===== config.mk =====
export PLATFORM = sky130hd
export DESIGN_NAME = countdown_timer
export DESIGN_NICKNAME = d
export VERILOG_FILES = /design/src/rtl/countdown_timer_pkg.sv /design/src/rtl/timer_tick_select.sv /design/src/rtl/timer_down_counter.sv /design/src/rtl/timer_irq_gen.sv /design/src/rtl/timer_regs.sv /design/src/rtl/countdown_timer.sv
export SDC_FILE = /design/constraint.sdc
export NUM_CORES = 1
export LEC_CHECK = 0
export ABC_AREA = 1
export BUFFER_PORTS_ARGS = -buffer_cell sky130_fd_sc_hd__buf_2
export CORE_UTILIZATION = 55
export CTS_BUF_LIST = sky130_fd_sc_hd__clkbuf_16
export CTS_CLUSTER_SIZE = 24
export DETAILED_ROUTE_END_ITERATION = 8
export PLACE_DENSITY_LB_ADDON = 0.1
export SETUP_SLACK_MARGIN = 0.2
export SLEW_MARGIN = 20
export SYNTH_ARGS = -nofsm -noshare
export SYNTH_HDL_FRONTEND = slang
export SYNTH_SLANG_ARGS = --single-unit
export TNS_END_PERCENT = 100

===== constraint.sdc =====
create_clock -name clk -period 1.9 [get_ports clk]
set_input_delay 0.095 -clock clk [delete_from_list [all_inputs] [get_ports clk]]
set_output_delay 0.095 -clock clk [all_outputs]
set_load 0.02 [all_outputs]

===== src/rtl/countdown_timer_pkg.sv =====
// Package: shared widths, register addresses and field positions for the
// countdown timer. Assumes a byte-wide register bus.
package countdown_timer_pkg;
    localparam int DATA_W   = 8;
    localparam int ADDR_W   = 2;
    localparam int NUM_SRC  = 4;
    localparam int SRC_W    = $clog2(NUM_SRC);

    typedef enum logic [ADDR_W-1:0] {
        REG_CTRL   = 2'd0,
        REG_VALUE  = 2'd1,
        REG_STATUS = 2'd2,
        REG_NONE   = 2'd3
    } reg_addr_e;

    // Control register field positions
    localparam int CTRL_RUN_BIT = 7;
    // Status register field positions
    localparam int STAT_FLAG_BIT = 0;
    localparam int STAT_IE_BIT   = 1;
    localparam int STAT_MODE_BIT = 2;

    typedef struct packed {
        logic             run;
        logic [SRC_W-1:0] src;
    } ctrl_t;

    typedef struct packed {
        logic pulse_mode;
        logic irq_en;
    } irq_cfg_t;
endpackage


===== src/rtl/timer_tick_select.sv =====
// Tick selector: passes the enable of the selected source through.
// Assumes every tick_en bit is a single-cycle pulse in the clk domain.
module timer_tick_select #(
    parameter int NSRC = 4,
    parameter int SW   = 2
) (
    input  logic [NSRC-1:0] tick_en,
    input  logic [SW-1:0]   src,
    output logic            tick
);
    logic [NSRC-1:0] hit;

    // One AND term per source; the OR collapses the one-hot selection
    for (genvar gi = 0; gi < NSRC; gi++) begin : g_src
        assign hit[gi] = tick_en[gi] && (src == SW'(gi));
    end

    assign tick = |hit;
endmodule


===== src/rtl/timer_down_counter.sv =====
// Down-counter with reload. A software load has priority over a tick.
// The count wraps to the start value on the tick that ends a period.
// Assumes that a start value of zero parks the counter.
module timer_down_counter #(
    parameter int W = 8
) (
    input  logic         clk,
    input  logic         rst_n,
    input  logic         load_en,
    input  logic [W-1:0] load_val,
    input  logic         run,
    input  logic         tick,
    output logic [W-1:0] count,
    output logic [W-1:0] start_val,
    output logic         expire
);
    localparam logic [W-1:0] ONE = W'(1);

    logic step;

    // A tick counts only while running, not loading, with a nonzero start
    always_comb begin
        step   = run && tick && !load_en && (start_val != '0);
        expire = step && (count <= ONE);
    end

    // Start value and live count registers
    always_ff @(posedge clk) begin
        if (!rst_n) begin
            start_val <= '0;
            count     <= '0;
        end else if (load_en) begin
            start_val <= load_val;
            count     <= load_val;
        end else if (step) begin
            count <= expire ? start_val : count - ONE;
        end
    end
endmodule


===== src/rtl/timer_irq_gen.sv =====
// Interrupt driver: an active-low level that follows the flag, or a
// one-cycle low pulse registered from the expiry strobe.
// Assumes expire is a single-cycle strobe.
module timer_irq_gen (
    input  logic clk,
    input  logic rst_n,
    input  logic expire,
    input  logic flag,
    input  logic irq_en,
    input  logic pulse_mode,
    output logic irq_n
);
    logic pulse_q;

    // Register the expiry so the pulse lines up with the flag update
    always_ff @(posedge clk) begin
        if (!rst_n) pulse_q <= 1'b0;
        else        pulse_q <= expire;
    end

    // Choose level or pulse, gated by the enable
    always_comb begin
        if (!irq_en)        irq_n = 1'b1;
        else if (pulse_mode) irq_n = !pulse_q;
        else                irq_n = !flag;
    end
endmodule


===== src/rtl/timer_regs.sv =====
// Register file: control, interrupt configuration, the sticky flag and
// the read multiplexer. Assumes one write strobe per bus transaction.
module timer_regs
    import countdown_timer_pkg::*;
#(
    parameter logic [SRC_W-1:0] RESET_SRC = '1
) (
    input  logic              clk,
    input  logic              rst_n,
    input  logic [ADDR_W-1:0] bus_addr,
    input  logic              bus_wr,
    input  logic [DATA_W-1:0] bus_wdata,
    input  logic [DATA_W-1:0] count,
    input  logic              expire,
    output logic [DATA_W-1:0] bus_rdata,
    output ctrl_t             ctrl,
    output irq_cfg_t          cfg,
    output logic              flag,
    output logic              value_wr
);
    logic ctrl_wr;
    logic stat_wr;
    logic flag_clr;

    // Decode the write strobes per register
    always_comb begin
        ctrl_wr  = bus_wr && (bus_addr == REG_CTRL);
        value_wr = bus_wr && (bus_addr == REG_VALUE);
        stat_wr  = bus_wr && (bus_addr == REG_STATUS);
        flag_clr = stat_wr && !bus_wdata[STAT_FLAG_BIT];
    end

    // Control register: run bit and tick source
    always_ff @(posedge clk) begin
        if (!rst_n) begin
            ctrl.run <= 1'b0;
            ctrl.src <= RESET_SRC;
        end else if (ctrl_wr) begin
            ctrl.run <= bus_wdata[CTRL_RUN_BIT];
            ctrl.src <= bus_wdata[SRC_W-1:0];
        end
    end

    // Interrupt configuration bits
    always_ff @(posedge clk) begin
        if (!rst_n) begin
            cfg <= '0;
        end else if (stat_wr) begin
            cfg.irq_en     <= bus_wdata[STAT_IE_BIT];
            cfg.pulse_mode <= bus_wdata[STAT_MODE_BIT];
        end
    end

    // Sticky flag: set wins over a software clear in the same cycle
    always_ff @(posedge clk) begin
        if (!rst_n)        flag <= 1'b0;
        else if (expire)   flag <= 1'b1;
        else if (flag_clr) flag <= 1'b0;
    end

    // Read multiplexer; unused bits return zero
    always_comb begin
        bus_rdata = '0;
        unique case (bus_addr)
            REG_CTRL: begin
                bus_rdata[CTRL_RUN_BIT] = ctrl.run;
                bus_rdata[SRC_W-1:0]    = ctrl.src;
            end
            REG_VALUE:  bus_rdata = count;
            REG_STATUS: begin
                bus_rdata[STAT_FLAG_BIT] = flag;
                bus_rdata[STAT_IE_BIT]   = cfg.irq_en;
                bus_rdata[STAT_MODE_BIT] = cfg.pulse_mode;
            end
            default: bus_rdata = '0;
        endcase
    end
endmodule


===== src/rtl/countdown_timer.sv =====
// Top: programmable countdown timer with a sticky flag and an active-low
// interrupt. Assumes the tick enables come from a prescaler elsewhere,
// synchronous to clk, one cycle wide.
module countdown_timer
    import countdown_timer_pkg::*;
(
    input  logic              clk,
    input  logic              rst_n,
    input  logic [ADDR_W-1:0] bus_addr,
    input  logic              bus_wr,
    input  logic [DATA_W-1:0] bus_wdata,
    output logic [DATA_W-1:0] bus_rdata,
    input  logic [NUM_SRC-1:0] tick_en,
    output logic              irq_n
);
    ctrl_t             ctrl;
    irq_cfg_t          cfg;
    logic              flag;
    logic              value_wr;
    logic              tick;
    logic              expire;
    logic [DATA_W-1:0] count;
    logic [DATA_W-1:0] start_val;

    timer_regs #(.RESET_SRC(2'b11)) u_regs (
        .clk       (clk),
        .rst_n     (rst_n),
        .bus_addr  (bus_addr),
        .bus_wr    (bus_wr),
        .bus_wdata (bus_wdata),
        .count     (count),
        .expire    (expire),
        .bus_rdata (bus_rdata),
        .ctrl      (ctrl),
        .cfg       (cfg),
        .flag      (flag),
        .value_wr  (value_wr)
    );

    timer_tick_select #(.NSRC(NUM_SRC), .SW(SRC_W)) u_sel (
        .tick_en (tick_en),
        .src     (ctrl.src),
        .tick    (tick)
    );

    timer_down_counter #(.W(DATA_W)) u_cnt (
        .clk       (clk),
        .rst_n     (rst_n),
        .load_en   (value_wr),
        .load_val  (bus_wdata),
        .run       (ctrl.run),
        .tick      (tick),
        .count     (count),
        .start_val (start_val),
        .expire    (expire)
    );

    timer_irq_gen u_irq (
        .clk        (clk),
        .rst_n      (rst_n),
        .expire     (expire),
        .flag       (flag),
        .irq_en     (cfg.irq_en),
        .pulse_mode (cfg.pulse_mode),
        .irq_n      (irq_n)
    );
endmodule


### After elaboration in Yosys (flattened, before gate mapping)

Index checks and enable logic that the tools add are counted.

| word-level totals | value |
|---|---|
| logic and storage cells | 48 |
| output and inout bits | 9 |
| bits in registers | 23 |
| input bits | 17 |

| cells by class | value |
|---|---|
| $lt $le $gt $ge | 1 |
| equal/unequal tests | 5 |
| add/subtract/negate cells | 1 |
| reduce and logical (&&, ||, !) cells | 22 |
| mux-type cells | 11 |

Operators by type and width:

| cell | number |
|---|---|
| $mux W8 | 3 |
| $logic_and A1 B1 Y1 | 12 |
| $le A8 B1 Y1 const B | 1 |
| $reduce_bool A8 Y1 | 1 |
| $sub A8 B1 Y8 const B | 1 |
| $eq A2 B2 Y1 const B | 3 |
| $pmux W2 S3 | 1 |
| $eq A2 B1 Y1 const B | 2 |
| $logic_not A1 Y1 | 4 |
| $logic_not A2 Y1 | 2 |
| $mux W1 | 4 |
| $mux W4 | 1 |
| $pmux W1 S2 | 2 |
| $reduce_bool A2 Y1 | 2 |
| $reduce_or A4 Y1 | 1 |

### Depth between registers and ports, before layout

| depth | value |
|---|---|
| depth in word-level cells | 10 |
| mapped depth | 12 |
| mapped depth without buffers | 11 |

### Hierarchy

A second synthesis with hierarchy kept.

| unflattened totals | value |
|---|---|
| cell total of the unflattened synthesis | 247 |
| area, all modules | 1561.5 sq um |

By module, submodules not included:

| module | sequential area each (sq um) | cells each | area an instance (sq um) | times used |
|---|---|---|---|---|
| timer_down_counter | 320.3 | 161 | 1052.3 | 1 |
| timer_regs | 120.1 | 64 | 401.6 | 1 |
| timer_irq_gen | 20.0 | 9 | 56.3 | 1 |
| timer_tick_select | 0.0 | 13 | 51.3 | 1 |

### Worst setup path before layout

Ideal clock, no wire load.

| timing | value |
|---|---|
| path type | flip-flop to flip-flop |
| from | reg u_cnt.count[0] |
| to | reg u_cnt.count[0] |
| data arrival time | 1368 ps |
| stages on the path, launching flop included | 11 |
| clock period less this slack | 1481 ps |
| library setup time | 113 ps |
| required time | 1787 ps |
| buffers on the path | 0 |
| path slack | 419 ps |
| cells stage by stage | dfxtp_1 > inv_1 > ha_1 > o21ai_2 > nor2_8 > nand2_1 > o21ai_0 > nand2_1 > nand2_1 > o21ai_1 > inv_1 |

| between the ends | value |
|---|---|
| cells in the longest elaborated chain, start to end | 5 |
| elaborated cells between the ends (all ways) | 6 |
| those cells by class | 1 x add/sub; 1 x order compare; 3 x mux; 1 x reduce/logical |

RTL lines:

| element | RTL line | text |
|---|---|---|
| from (decl) | timer_down_counter.sv:13 | `output logic [W-1:0] count,` |
| from (signal assigned) | timer_down_counter.sv:34 | `count <= load_val;` |
| from (signal assigned) | timer_down_counter.sv:36 | `count <= expire ? start_val : count - ONE;` |
| $le A8 B1 Y1 | timer_down_counter.sv:24 | `expire = step && (count <= ONE);` |
| $logic_and A1 B1 Y1 | timer_down_counter.sv:24 |  |
| $mux W8 (*) | timer_down_counter.sv:36 |  |
| $mux W8 (*) | timer_down_counter.sv:35 | `end else if (step) begin` |
| $mux W8 (*) | timer_down_counter.sv:32 | `end else if (load_en) begin` |

Mark *: on every way between the ends. The rest lies on a longest branch, timed or not. The select of a mux whose other input is x is not followed.
A chain may end at the register's enable or synchronous reset.

### Worst setup path after layout

| timing | value |
|---|---|
| from | reg u_cnt.count[1] |
| to | reg u_cnt.count[2] |

Same word-level chain as after synthesis.

==> results by group <==
Run status
  – Outcome: completed

GRT
  – Total global routing overflow: 0
  – Number of global-route vias before repair: 1,241
  – Total track usage: 0.2688
  – Global-route wire length before repair: 5.361 mm
  – Largest net degree at the start of global routing: 20
  – Initial antenna violation count: 0

Routing
  – Final ANT Viol Nets: 0
  – Initial DRC count: 41
  – DR pass1 iterations: 4
  – Vias per Instance: 5.305
  – Post-route DRC: 0
  – Wirelength, routed: 3.447 mm
  – Routed via count: 1,427
  – Avg WL per Cell: 12.81 um

STA
  – Max Clk Rate: 0.6312 GHz
  – Pins Over Slew Limit: 0
  – Rel. slew slack: 0.7827
  – Final Setup Violations: 0
  – Fin crit share: 0.8338
  – Worst-margin pin slew: 0.3231 ns
  – Final TNS setup: 0 ns
  – Final Hold Slack: 0.09567 ns
  – Minimum clock period: 1.584 ns
  – Clock Skews: 0.002315 ns
  – RSZ-0062 raised after global routing: no
  – Final Hold Vio Count: 0

Yosys
  – Top_reg_cell synth: dfxtp_1
  – Post-synthesis register bit count: 23
  – Cells after synthesis: 212
  – Synth Net Count: 235
  – Syn Area/Cell: 6.811 um^2
  – Synth unique cells: 29
  – Cell Area, Synth: 1444 um^2
  – Post-synth EDFFs: 0
  – Seq/Total Area, Yosys: 0.3189
  – Ys Warns: 0
  – Asr flop ratio synth: 0

Clock tree
  – CTS tree: built
  – Clock Tree Buf Depth: 2
  – Cts bufs inserted: 3
  – Worst-Skew Late Latency: 0.26 ns
  – Clock Sinks: 23
  – CTS clock-pin slew for the worst setup and hold paths: 0.06 ns
  – H-tree Lvls: 1
  – Postcts setup bufs: 0
  – CTS root buf: clkbuf_16
  – CTS Hold Buffers Added: 0

Floorplan
  – I/O Pins: 26
  – Cell row count: 18
  – Die ar.: 2834 um^2
  – Initial Util: 0.5828
  – Die width: 53.24 um
  – Height of the die: 53.24 um
  – Core area: 2477 um^2

Min path
  – Hold Path Class: input pin to flip-flop
  – Worst hold stages: 3

Setup path
  – WP buf/inv: 2
  – CP most frequent cell: nand2_1
  – Cells along the critical path: inv_1 -> ha_1 -> o21ai_4 -> nor2_8 -> nand2_1 -> o21ai_0 -> nand2_1 -> nand2_1 -> o21ai_1 -> inv_1
  – CP required: 2.05 ns
  – FF-to-FF path depth: 10
  – Crit path depth: 10
  – Max Fanout on Critical Path: 9
  – Max incr delay on CP: 0.37 ns
  – Worst path slowest cell: dfxtp_1
  – CP Launch Type: flip-flop
  – Kind of critical path: flip-flop to flip-flop
  – Top Family by Delay on Critical Path: compound AO/OA/AOI/OAI gates
  – CP endpoint kind: flip-flop
  – Critical Path AT: 1.74 ns

Layout
  – N_diodes: 0
  – Layout cells sized above 1: 0.1799
  – Layout net count: 263
  – P&R area growth vs syn: 16.64%
  – Fillers: 231

Power and ir drop
  – Max IR drop VDD: 0.6154 mV
  – PwrDens: 750.2 nW/um^2
  – Leakage: 0.0008784 uW
  – Power Total: 1263 uW

Placed design
  – Port Buf Inserts: 25
  – Gp weighted congestion: 0.8266
  – Post-DP HPWL: 2.544 mm

Job
  – Maxcap violations: 0
==> cell usage in the layout (no fill, tap or decap), types with 2 or more instances in the layout <==
cell / count
o31ai_1: 2
dfxtp_1: 22
clkbuf_16: 3
nand4_1: 2
nand2_1: 59
buf_2: 25
a21oi_1: 15
inv_1: 30
nand3_1: 12
o21ai_0: 14
nand2_4: 2
xnor2_1: 2
o21ai_1: 5
nand2_2: 2
ha_1: 6
nor2_4: 3
nor2_1: 17
xor2_1: 2
a21boi_0: 3
==> final cells by class <==
class | instances | area [um^2] | share of cell area
Timing Repair Buffer | 26 | 132.6 | 0.07875
Sequential cell | 23 | 461.7 | 0.2741
Inverter | 31 | 116.4 | 0.06909
Multi-Input combinational cell | 155 | 855.8 | 0.5082
Clock inverter | 1 | 5.005 | 0.002972
Clock buffer | 3 | 75.07 | 0.04458
Tap cell | 30 | 37.54 | 0.02229
==> per-stage QoR <==
stage                     area [um^2]    util  setup WS [ns]  instances
after floorplan                  1444       -         0.4190        212
after global placement           1595  0.6439         0.3152        265
after detailed placement         1595  0.6439         0.2384        265
after CTS                        1675  0.6763         0.2088        269
after global routing             1684  0.6798         0.2018        269
final                            1684  0.6798         0.3158        269
==> cells in the mapped netlist (3+ instances only) <==
library cell,instances,area share
a21oi_1,15,0.052
nor2_1,17,0.044
nor2_4,3,0.023
dfxtp_1,23,0.32
o21ai_0,14,0.049
inv_1,30,0.078
a21boi_0,3,0.016
nand3_1,12,0.042
nand2_1,59,0.15
ha_1,6,0.052
o21ai_1,5,0.017
==> power by group <==
| part | leakage [uW] | switching (uW) | internal, uW |
|---|---|---|---|
| clock network | 0.0000409 | 175 | 283 |
| registers | 0.000188 | 25.3 | 504 |
| logic | 0.000650 | 169 | 106 |
==> layer usage <==
metal / routed length [um] / track usage / share of wire / vias to the layer above
met3: 225 / 0.03736 / 0.065 / 8
li1: - / - / - / 727
met5: 0 / 0 / 0 / -
met4: 79 / 0.1096 / 0.023 / 0
met1: 1413 / 0.3021 / 0.41 / 637
met2: 1729 / 0.4958 / 0.50 / 55
==> repair_timing <==
item,4_1_cts,5_1_grt
endpoints found under the hold margin,0,0
setup endpoints to repair,0,7
gates resized for setup,0,2
==> flip-flops by register name, indices dropped and copies added, names as in the netlist <==
signal           cells
u_cnt.count          8
u_cnt.start_val      8
u_regs.ctrl          3
u_regs.cfg           2
u_irq.pulse_q        1
u_regs.flag          1
==> worst paths after layout <==
path	end	slack (ns)	startpoint
max reg2reg	u_cnt.count[2]	0.32	u_cnt.count[1]
max	u_cnt.count[2]	0.32	u_cnt.count[1]
min	u_regs.ctrl[1]	0.1	bus_wdata[1]
min reg2reg	u_cnt.start_val[4]	0.49	u_cnt.start_val[4]
==> tightest hold or removal path: stages <==
cell and delay [ns]:
buf_2 0.11, nand2_1 0.06, nand3_1 0.06
==> cells by family (layout without fill, tap and decap cells) <==
family | Yosys count | after routing | share of synthesized area
flops | 23 | 23 | 0.3189
buf+inv | 34 | 61 | 0.09359
fa+ha+maj | 6 | 6 | 0.05199
compound gates | 43 | 43 | 0.1664
simple gates | 102 | 102 | 0.3449
xor+xnor | 4 | 4 | 0.02427
No activity file was read; power rests on OpenSTA's default activity.
